File: config.mk
export PLATFORM = sky130hd
export DESIGN_NAME = aux_cmd_packer
export DESIGN_NICKNAME = d
export VERILOG_FILES = /design/src/rtl/aux_pk.sv /design/src/rtl/aux_req_check.sv /design/src/rtl/aux_byte_fifo.sv /design/src/rtl/aux_pack_fsm.sv /design/src/rtl/aux_cmd_packer.sv
export SDC_FILE = /design/constraint.sdc
export NUM_CORES = 1
export LEC_CHECK = 0
export BUFFER_PORTS_ARGS = -buffer_cell sky130_fd_sc_hd__buf_2
export CORE_MARGIN = 2
export CORE_UTILIZATION = 55
export CTS_CLUSTER_SIZE = 12
export DETAILED_ROUTE_END_ITERATION = 10
export HOLD_SLACK_MARGIN = 0.02
export PLACE_DENSITY = 0.78
export SYNTH_ARGS = -nofsm -noshare
export SYNTH_HDL_FRONTEND = slang
export SYNTH_SLANG_ARGS = --single-unit
export TNS_END_PERCENT = 5
File: constraint.sdc
create_clock -name clk -period 3.6 [get_ports clk]
set_input_delay 0.72 -clock clk [delete_from_list [all_inputs] [get_ports clk]]
set_output_delay 0.72 -clock clk [all_outputs]
set_load 0.01 [all_outputs]
File: src/rtl/aux_pk.sv
package aux_pk;
  localparam int HDR_BYTES = 4;

  typedef enum logic [1:0] {
    ST_OK     = 2'd0,
    ST_EMPTY  = 2'd1,
    ST_BADLEN = 2'd2
  } aux_status_e;

  typedef struct packed {
    logic       idx_rst;
    logic       rd_dir;
    logic [7:0] data;
  } port_word_t;

  // header byte k of a request
  function automatic logic [7:0] hdr_byte(input logic [19:0] addr, input logic rd,
                                          input logic [7:0] len, input logic [1:0] k);
    case (k)
      2'd0:    return {3'b000, rd, addr[19:16]};
      2'd1:    return addr[15:8];
      2'd2:    return addr[7:0];
      default: return len - 8'd1;
    endcase
  endfunction

  // screening of a request against the size limits
  function automatic aux_status_e verdict(input logic native, input logic rd, input logic [7:0] len,
                                          input int nmax, input int imax, input int pmax);
    if (len == 8'd0)                    return ST_EMPTY;
    if (native && int'(len) > nmax)     return ST_BADLEN;
    if (int'(len) > imax)               return ST_BADLEN;
    if (!rd && int'(len) > pmax)        return ST_BADLEN;
    return ST_OK;
  endfunction
endpackage

File: src/rtl/aux_req_check.sv
module aux_req_check
  import aux_pk::*;
#(
  parameter int NATIVE_MAX = 16,
  parameter int I2C_MAX    = 128,
  parameter int PLD_MAX    = 124
) (
  input  logic        native,
  input  logic        rd,
  input  logic [7:0]  len,
  output aux_status_e status
);
  always_comb status = verdict(native, rd, len, NATIVE_MAX, I2C_MAX, PLD_MAX);
endmodule

File: src/rtl/aux_byte_fifo.sv
module aux_byte_fifo
  import aux_pk::*;
#(
  parameter  int DEPTH = 144,
  localparam int PW    = $clog2(DEPTH + 1)
) (
  input  logic       clk,
  input  logic       rst_n,
  input  logic       cmd_we,
  input  port_word_t cmd_word,
  input  logic       rx_we,
  input  logic       rx_first,
  input  logic [7:0] rx_byte,
  input  logic       pop,
  output logic [7:0] pop_data,
  output logic [7:0] pop_index
);
  logic [7:0]    mem [DEPTH];
  logic [PW-1:0] ptr, fill, base, nxt_ptr, nxt_fill;
  logic          wr_en;
  logic [7:0]    wr_data;

  always_comb begin
    base     = ptr;
    nxt_ptr  = ptr;
    nxt_fill = fill;
    wr_en    = 1'b0;
    wr_data  = 8'd0;
    if (rx_we) begin
      base     = rx_first ? '0 : ptr;
      wr_en    = base < PW'(DEPTH);
      wr_data  = rx_byte;
      nxt_ptr  = wr_en ? base + 1'b1 : base;
      nxt_fill = nxt_ptr;
    end else if (cmd_we) begin
      base = cmd_word.idx_rst ? '0 : ptr;
      if (!cmd_word.rd_dir) begin
        wr_en    = base < PW'(DEPTH);
        wr_data  = cmd_word.data;
        nxt_ptr  = wr_en ? base + 1'b1 : base;
        nxt_fill = nxt_ptr;
      end else begin
        nxt_ptr = base;
      end
    end else if (pop && ptr < PW'(DEPTH)) begin
      nxt_ptr = ptr + 1'b1;
    end
  end

  always_ff @(posedge clk) begin
    if (!rst_n) begin
      ptr  <= '0;
      fill <= '0;
    end else begin
      ptr  <= nxt_ptr;
      fill <= nxt_fill;
    end
  end

  always_ff @(posedge clk) begin
    if (wr_en) mem[base] <= wr_data;
  end

  assign pop_data  = (ptr < PW'(DEPTH)) ? mem[ptr] : 8'd0;
  // slot 0 holds the reply status byte, so data index is slot minus one
  assign pop_index = (ptr < fill && ptr != '0) ? 8'(ptr - 1'b1) : 8'hFF;

  p_fill_cap_r9: assert property (@(posedge clk) disable iff (!rst_n)
    fill <= PW'(DEPTH));
  p_ptr_rewind_r3: assert property (@(posedge clk) disable iff (!rst_n)
    (cmd_we && cmd_word.idx_rst && !rx_we) |=> (ptr <= PW'(1)));
endmodule

File: src/rtl/aux_pack_fsm.sv
module aux_pack_fsm
  import aux_pk::*;
(
  input  logic        clk,
  input  logic        rst_n,
  input  logic        req_valid,
  input  logic        req_read,
  input  logic        req_native,
  input  logic        req_no_addr,
  input  logic        req_no_stop,
  input  logic [19:0] req_addr,
  input  logic [7:0]  req_len,
  input  aux_status_e chk_status,
  output logic        req_busy,
  output logic [7:0]  pld_idx,
  input  logic [7:0]  pld_data,
  output logic        port_we,
  output port_word_t  port_word,
  output logic        go,
  output logic        go_i2c,
  output logic        go_no_addr,
  output logic        go_no_stop,
  input  logic        link_done,
  output logic        pop,
  input  logic [7:0]  pop_data,
  input  logic [7:0]  pop_index,
  output logic        rd_valid,
  output logic [7:0]  rd_byte,
  output logic [7:0]  rd_idx,
  output logic        done,
  output aux_status_e done_status,
  output logic [7:0]  done_count
);
  typedef enum logic [3:0] {
    S_IDLE, S_HDR, S_PLD, S_GO, S_WAIT, S_RBCMD, S_RBSKIP, S_RBREAD, S_DONE
  } st_e;

  st_e         st;
  logic [7:0]  cnt, len_q, count_q;
  logic [19:0] addr_q;
  logic        rd_q, nat_q, na_q, ns_q;
  aux_status_e status_q;
  logic        req_fire, idx_match;

  assign req_fire  = req_valid && st == S_IDLE;
  assign req_busy  = req_valid && st != S_IDLE;
  assign idx_match = pop_index == cnt;

  always_ff @(posedge clk) begin
    if (!rst_n) begin
      st       <= S_IDLE;
      cnt      <= 8'd0;
      len_q    <= 8'd0;
      count_q  <= 8'd0;
      addr_q   <= 20'd0;
      rd_q     <= 1'b0;
      nat_q    <= 1'b0;
      na_q     <= 1'b0;
      ns_q     <= 1'b0;
      status_q <= ST_OK;
    end else begin
      case (st)
        S_IDLE: if (req_fire) begin
          addr_q   <= req_addr;
          len_q    <= req_len;
          rd_q     <= req_read;
          nat_q    <= req_native;
          na_q     <= req_no_addr;
          ns_q     <= req_no_stop;
          cnt      <= 8'd0;
          count_q  <= 8'd0;
          status_q <= chk_status;
          st       <= (chk_status == ST_OK) ? S_HDR : S_DONE;
        end
        S_HDR: begin
          if (cnt == 8'(HDR_BYTES - 1)) begin
            cnt <= 8'd0;
            st  <= rd_q ? S_GO : S_PLD;
          end else cnt <= cnt + 8'd1;
        end
        S_PLD: begin
          if (cnt == len_q - 8'd1) begin
            cnt <= 8'd0;
            st  <= S_GO;
          end else cnt <= cnt + 8'd1;
        end
        S_GO: st <= S_WAIT;
        S_WAIT: if (link_done) begin
          if (rd_q) st <= S_RBCMD;
          else begin
            count_q <= len_q;
            st      <= S_DONE;
          end
        end
        S_RBCMD:  st <= S_RBSKIP;
        S_RBSKIP: begin
          cnt <= 8'd0;
          st  <= S_RBREAD;
        end
        S_RBREAD: begin
          if (!idx_match) begin
            count_q <= cnt;
            st      <= S_DONE;
          end else if (cnt == len_q - 8'd1) begin
            count_q <= len_q;
            st      <= S_DONE;
          end else cnt <= cnt + 8'd1;
        end
        S_DONE:  st <= S_IDLE;
        default: st <= S_IDLE;
      endcase
    end
  end

  always_comb begin
    port_we   = 1'b0;
    port_word = '0;
    case (st)
      S_HDR: begin
        port_we   = 1'b1;
        port_word = '{idx_rst: cnt == 8'd0, rd_dir: 1'b0,
                      data: hdr_byte(addr_q, rd_q, len_q, cnt[1:0])};
      end
      S_PLD: begin
        port_we   = 1'b1;
        port_word = '{idx_rst: 1'b0, rd_dir: 1'b0, data: pld_data};
      end
      S_RBCMD: begin
        port_we   = 1'b1;
        port_word = '{idx_rst: 1'b1, rd_dir: 1'b1, data: 8'd0};
      end
      default: ;
    endcase
  end

  assign pld_idx     = (st == S_PLD) ? cnt : 8'd0;
  assign go          = st == S_GO;
  assign go_i2c      = go && !nat_q;
  assign go_no_addr  = go && !nat_q && na_q;
  assign go_no_stop  = go && !nat_q && ns_q;
  assign pop         = st == S_RBSKIP || st == S_RBREAD;
  assign rd_valid    = st == S_RBREAD && idx_match;
  assign rd_byte     = rd_valid ? pop_data : 8'd0;
  assign rd_idx      = rd_valid ? cnt : 8'd0;
  assign done        = st == S_DONE;
  assign done_status = done ? status_q : ST_OK;
  assign done_count  = done ? count_q : 8'd0;

  p_go_after_word_r5: assert property (@(posedge clk) disable iff (!rst_n)
    go |-> $past(port_we));
  p_go_single_r5: assert property (@(posedge clk) disable iff (!rst_n)
    go |=> !go);
  p_err_no_queue_r6: assert property (@(posedge clk) disable iff (!rst_n)
    (done && done_status != ST_OK) |-> $past(req_fire));
  p_refuse_keeps_r10: assert property (@(posedge clk) disable iff (!rst_n)
    req_busy |=> ($stable(len_q) && $stable(addr_q) && $stable(rd_q)));
  p_count_bound_r9: assert property (@(posedge clk) disable iff (!rst_n)
    done |-> done_count <= len_q);
  p_rd_order_r8: assert property (@(posedge clk) disable iff (!rst_n)
    (rd_valid && $past(rd_valid)) |-> rd_idx == 8'($past(rd_idx) + 8'd1));
endmodule

File: src/rtl/aux_cmd_packer.sv
module aux_cmd_packer
  import aux_pk::*;
#(
  parameter  int DEPTH      = 144,
  parameter  int CMD_LIMIT  = 128,
  parameter  int NATIVE_MAX = 16,
  parameter  int I2C_MAX    = 128,
  localparam int PLD_MAX    = CMD_LIMIT - HDR_BYTES
) (
  input  logic        clk,
  input  logic        rst_n,
  input  logic        req_valid,
  input  logic        req_read,
  input  logic        req_native,
  input  logic        req_no_addr,
  input  logic        req_no_stop,
  input  logic [19:0] req_addr,
  input  logic [7:0]  req_len,
  output logic        req_busy,
  output logic [7:0]  pld_idx,
  input  logic [7:0]  pld_data,
  output logic        port_we,
  output logic [9:0]  port_word,
  output logic        go,
  output logic        go_i2c,
  output logic        go_no_addr,
  output logic        go_no_stop,
  input  logic        rx_we,
  input  logic        rx_first,
  input  logic [7:0]  rx_byte,
  input  logic        link_done,
  output logic        rd_valid,
  output logic [7:0]  rd_byte,
  output logic [7:0]  rd_idx,
  output logic        done,
  output logic [1:0]  done_status,
  output logic [7:0]  done_count
);
  aux_status_e chk_status, st_out;
  port_word_t  word;
  logic        pop;
  logic [7:0]  pop_data, pop_index;

  aux_req_check #(.NATIVE_MAX(NATIVE_MAX), .I2C_MAX(I2C_MAX), .PLD_MAX(PLD_MAX)) u_check (
    .native(req_native), .rd(req_read), .len(req_len), .status(chk_status)
  );

  aux_pack_fsm u_fsm (
    .clk(clk), .rst_n(rst_n),
    .req_valid(req_valid), .req_read(req_read), .req_native(req_native),
    .req_no_addr(req_no_addr), .req_no_stop(req_no_stop),
    .req_addr(req_addr), .req_len(req_len), .chk_status(chk_status),
    .req_busy(req_busy), .pld_idx(pld_idx), .pld_data(pld_data),
    .port_we(port_we), .port_word(word),
    .go(go), .go_i2c(go_i2c), .go_no_addr(go_no_addr), .go_no_stop(go_no_stop),
    .link_done(link_done), .pop(pop), .pop_data(pop_data), .pop_index(pop_index),
    .rd_valid(rd_valid), .rd_byte(rd_byte), .rd_idx(rd_idx),
    .done(done), .done_status(st_out), .done_count(done_count)
  );

  aux_byte_fifo #(.DEPTH(DEPTH)) u_fifo (
    .clk(clk), .rst_n(rst_n),
    .cmd_we(port_we), .cmd_word(word),
    .rx_we(rx_we), .rx_first(rx_first), .rx_byte(rx_byte),
    .pop(pop), .pop_data(pop_data), .pop_index(pop_index)
  );

  assign port_word   = word;
  assign done_status = st_out;
endmodule

==> flow_summary.yaml <==
power:
  swShare: 0.249
  p_leak_nw: 18.7
  peakVddDrop_v: 0.000604
  power.density_nw_per_um2: 572
  seqPwrFrac: 0.486
  p_clk_frac: 0.344
  p_int_mw: 24.9
  switchingPower_mw: 8.26
  comb_power_share: 0.170
  p_total_mw: 33.2
synthesis:
  yosys_warnings: 0
  yosys_register_bits: 1230
  synth_edf_count: 1152
  synth_nets: 2592
  synthesis.area_um2: 49700
  synth-main-ff-cell: "edfxtp_1"
  synth_xor_area_frac: 0.00572
  synth_compound_area_frac: 0.0310
  synthArstFlopShare: 0
  synth_top_family_by_area: "multiplexers"
  synth.area.mux_share: 0.175
  ys_seq_area_frac: 0.728
  syn_inst: 2522
  synthSimpleGateAreaFrac: 0.0423
  ys_types: 80
  synth_fa_ha_area_frac: 0.00403
  avgSynthCellArea_um2: 19.7
grt:
  grt_max_degree: 85
  antenna_found_initial: 2
  grt_pass1_vias: 27500
  grt_pass1_wl_mm: 186
  overflow: 0
  grt_use_total: 0.275
placed_design:
  place_inst: 3914
  hpwl_mm: 79.2
  place_area_um2: 53800
  gp_congestion: 0.889
  io_buffer_count: 105
hold_path:
  holdPathEnd: "u_fsm.addr_q[10]$_SDFFE_PN0P_"
  hold_path_depth: 3
  hold_path.startpoint: "req_addr[10]"
  hold_class: "in -> reg"
setup_path:
  r2r_start: "u_fsm.st[3]$_SDFFE_PN0P_"
  crit_cells: 12
  arrival_ps: 4100
  reg2reg_depth: 8
  path_buf_inv: 5
  critPathLaunchType: "flip-flop"
  path_cells: "buf_12, buf_16, buf_6, mux4_2, mux4_2, mux4_2, mux2i_1, buf_4, nor2_1, a21oi_2, nor2_2, buf_2"
  regToRegSetupSlack_ps: 30
  path_common_cell: "mux4_2"
  crit_family: "multiplexers"
  cp-end-kind: "output pin"
  rr_endpoint: "u_fifo.mem[76][5]$_DFFE_PP_"
  worst-setup-path-type: "reg -> out"
  worstPathRequired_ps: 2880
  cpPeakStageDelay_ps: 580
  cp_max_fo: 8
  critPathSlowestCell: "mux4_2"
drt:
  wl_mm: 128
  drt_iter0_markers: 3699
  viasPerCell: 6.61
  drc: 0
  detail-route-antenna-nets: 0
  wl_met2_mm: 64.0
  highest_layer: "met5"
  m1WireLength_mm: 45.5
  wl_per_cell_um: 31.0
  vias: 27200
  first_pass_iters: 7
  dr_wl_met3_mm: 13.5
cts:
  cts_root_buf: "clkbuf_16"
  ctsHtreeMaxLevel: 3
  cts_made_buffers: 119
  insertion_delay_ps: 700
  cts_tree: "built"
  cts.sinks: 1230
  cts_max_path_buffers: 3
  cts.clk_slew.worst_paths_ps: 60
  ctsHoldBuffers: 0
final_layout:
  mostFrequentLayoutCell: "edfxtp_1"
  antenna_cells: 0
  fin_area_um2: 58000
  areaGrowthSynthToFinish_pct: 16.7
  drive_above_1_share: 0.349
  fin_nets: 2955
  final_cell_mix: "1152 x edfxtp_1, 376 x mux4_2, 222 x buf_4"
  final_cells: 4121
timing:
  period_share: 1.34
  finalClockSkew_ps: 37.3
  fin_ws_ps: -1220
  fin_crit_ps: 4820
  rsz0062_at_grt: "yes"
  worst_slew_pin_slew_ps: 1100
  slew_headroom: 0.265
  whs_ps: 266
  final_hold_viol_count: 0
  setup_viol: 17
  slew_viol_final: 0
  setup_tns_ps: -11750
  max_freq_ghz: 0.207
floorplan:
  die_w_um: 305
  die-area_um2: 92700
  initial_core_util: 0.554
  chipHeight_um: 305
  pin_count: 106
  rows: 110
  core_um2: 89700
status:
  outcome: "complete, but fails checks"
  violations: "setup timing"
job:
  drv_cap: 0
-- registers in the layout (all words and copies together), names as in the netlist, named ones only --
| register | cells |
|---|---|
| u_fifo.mem | 1152 |
| u_fsm.addr_q | 20 |
| u_fifo.fill | 8 |
| u_fifo.ptr | 8 |
| u_fsm.cnt | 8 |
| u_fsm.count_q | 8 |
| u_fsm.len_q | 8 |
| u_fsm.st | 4 |
| u_fsm.status_q | 2 |
| u_fsm.na_q | 1 |
| u_fsm.nat_q | 1 |
| u_fsm.ns_q | 1 |
| u_fsm.rd_q | 1 |
-- metal layers --
layer  track usage  vias up
met5             0        -
met4        0.0992        2
met3        0.0572      283
met2         0.458     1815
met1         0.364    14100
li1              -    11000
-- area by class of cell --
cell class	count	area (um^2)
clock buffers	152	3150
clock inverters	29	304
fillers	5697	31800
inverters	24	90.1
multi-input cells	1111	13200
flip-flops and latches	1230	36200
well taps	1176	1470
repair buffers	399	3620
-- synthesized netlist by cell type (8+ instances only) --
cell type,count,area (um^2)
a21boi_0,38,285
and2_1,25,156
a22o_1,9,78.8
mux2_2,8,90.1
buf_2,17,85.1
dfxtp_1,78,1560
a21oi_1,38,190
mux2i_1,13,130
nor3_1,19,95.1
buf_1,23,86.3
a31oi_1,14,87.6
ha_1,16,200
nor2b_1,13,81.3
nor2_1,207,777
mux4_2,376,8470
edfxtp_1,1152,34600
nand2_1,116,435
o21ai_0,36,180
xnor2_1,10,87.6
nand3_1,23,115
and3_1,15,93.8
inv_1,24,90.1
clkbuf_1,115,432
-- cell families after synthesis --
kind of cell    count (synthesis)
compound gates                212
buf+inv                       181
simple gates                  463
fa+ha+maj                      16
xor+xnor                       23
flops                        1230
mux                           397
-- metrics by stage --
step | setup WS, ps | utilization
6_report | -1220 | 0.646
3_3_place_gp | -539 | 0.599
3_5_place_dp | -612 | 0.599
2_1_floorplan | 15.4 | -
5_1_grt | -1270 | 0.646
4_1_cts | -1190 | 0.641
-- worst register-to-register path, stage by stage, from the launching register on --
cell and delay (ps):
dfxtp_1 410, nor4bb_1 820, a41o_1 370, nor2_1 150, nor2_1 110, buf_4 190, o21ai_1 100, buf_4 250
nor2_1 790
-- timing repair --
item                       in CTS  in global routing
gates cloned                    3                  2
setup endpoints to repair      17                250
setup buffers                   8                 13
pin swaps                       1                 13
gates resized for setup        38                 80
-- how the worst max path moves through the flow --
stage | start | end | slack [ps]
after floorplan | u_fifo.ptr[0]$_SDFFE_PN0N_ | rd_byte[0] | 20
after global placement | flip-flop | rd_byte[1] | -540
after detailed placement | flip-flop | rd_byte[7] | -610
after CTS | flip-flop | rd_byte[4] | -1190
after global routing | flip-flop | rd_byte[7] | -1270
final | flip-flop | rd_byte[1] | -1220
-- power groups by stage --
stage,registers [mW],clock network (mW),logic [mW]
after floorplan,16.4,0,3.18
after global placement,16.4,0,5.01
after detailed placement,16.4,0,5.15
after CTS,16.1,11.5,5.41
after global routing,16.1,12.0,5.89
final,16.1,11.4,5.62
No activity file was read; power rests on OpenSTA's default activity.
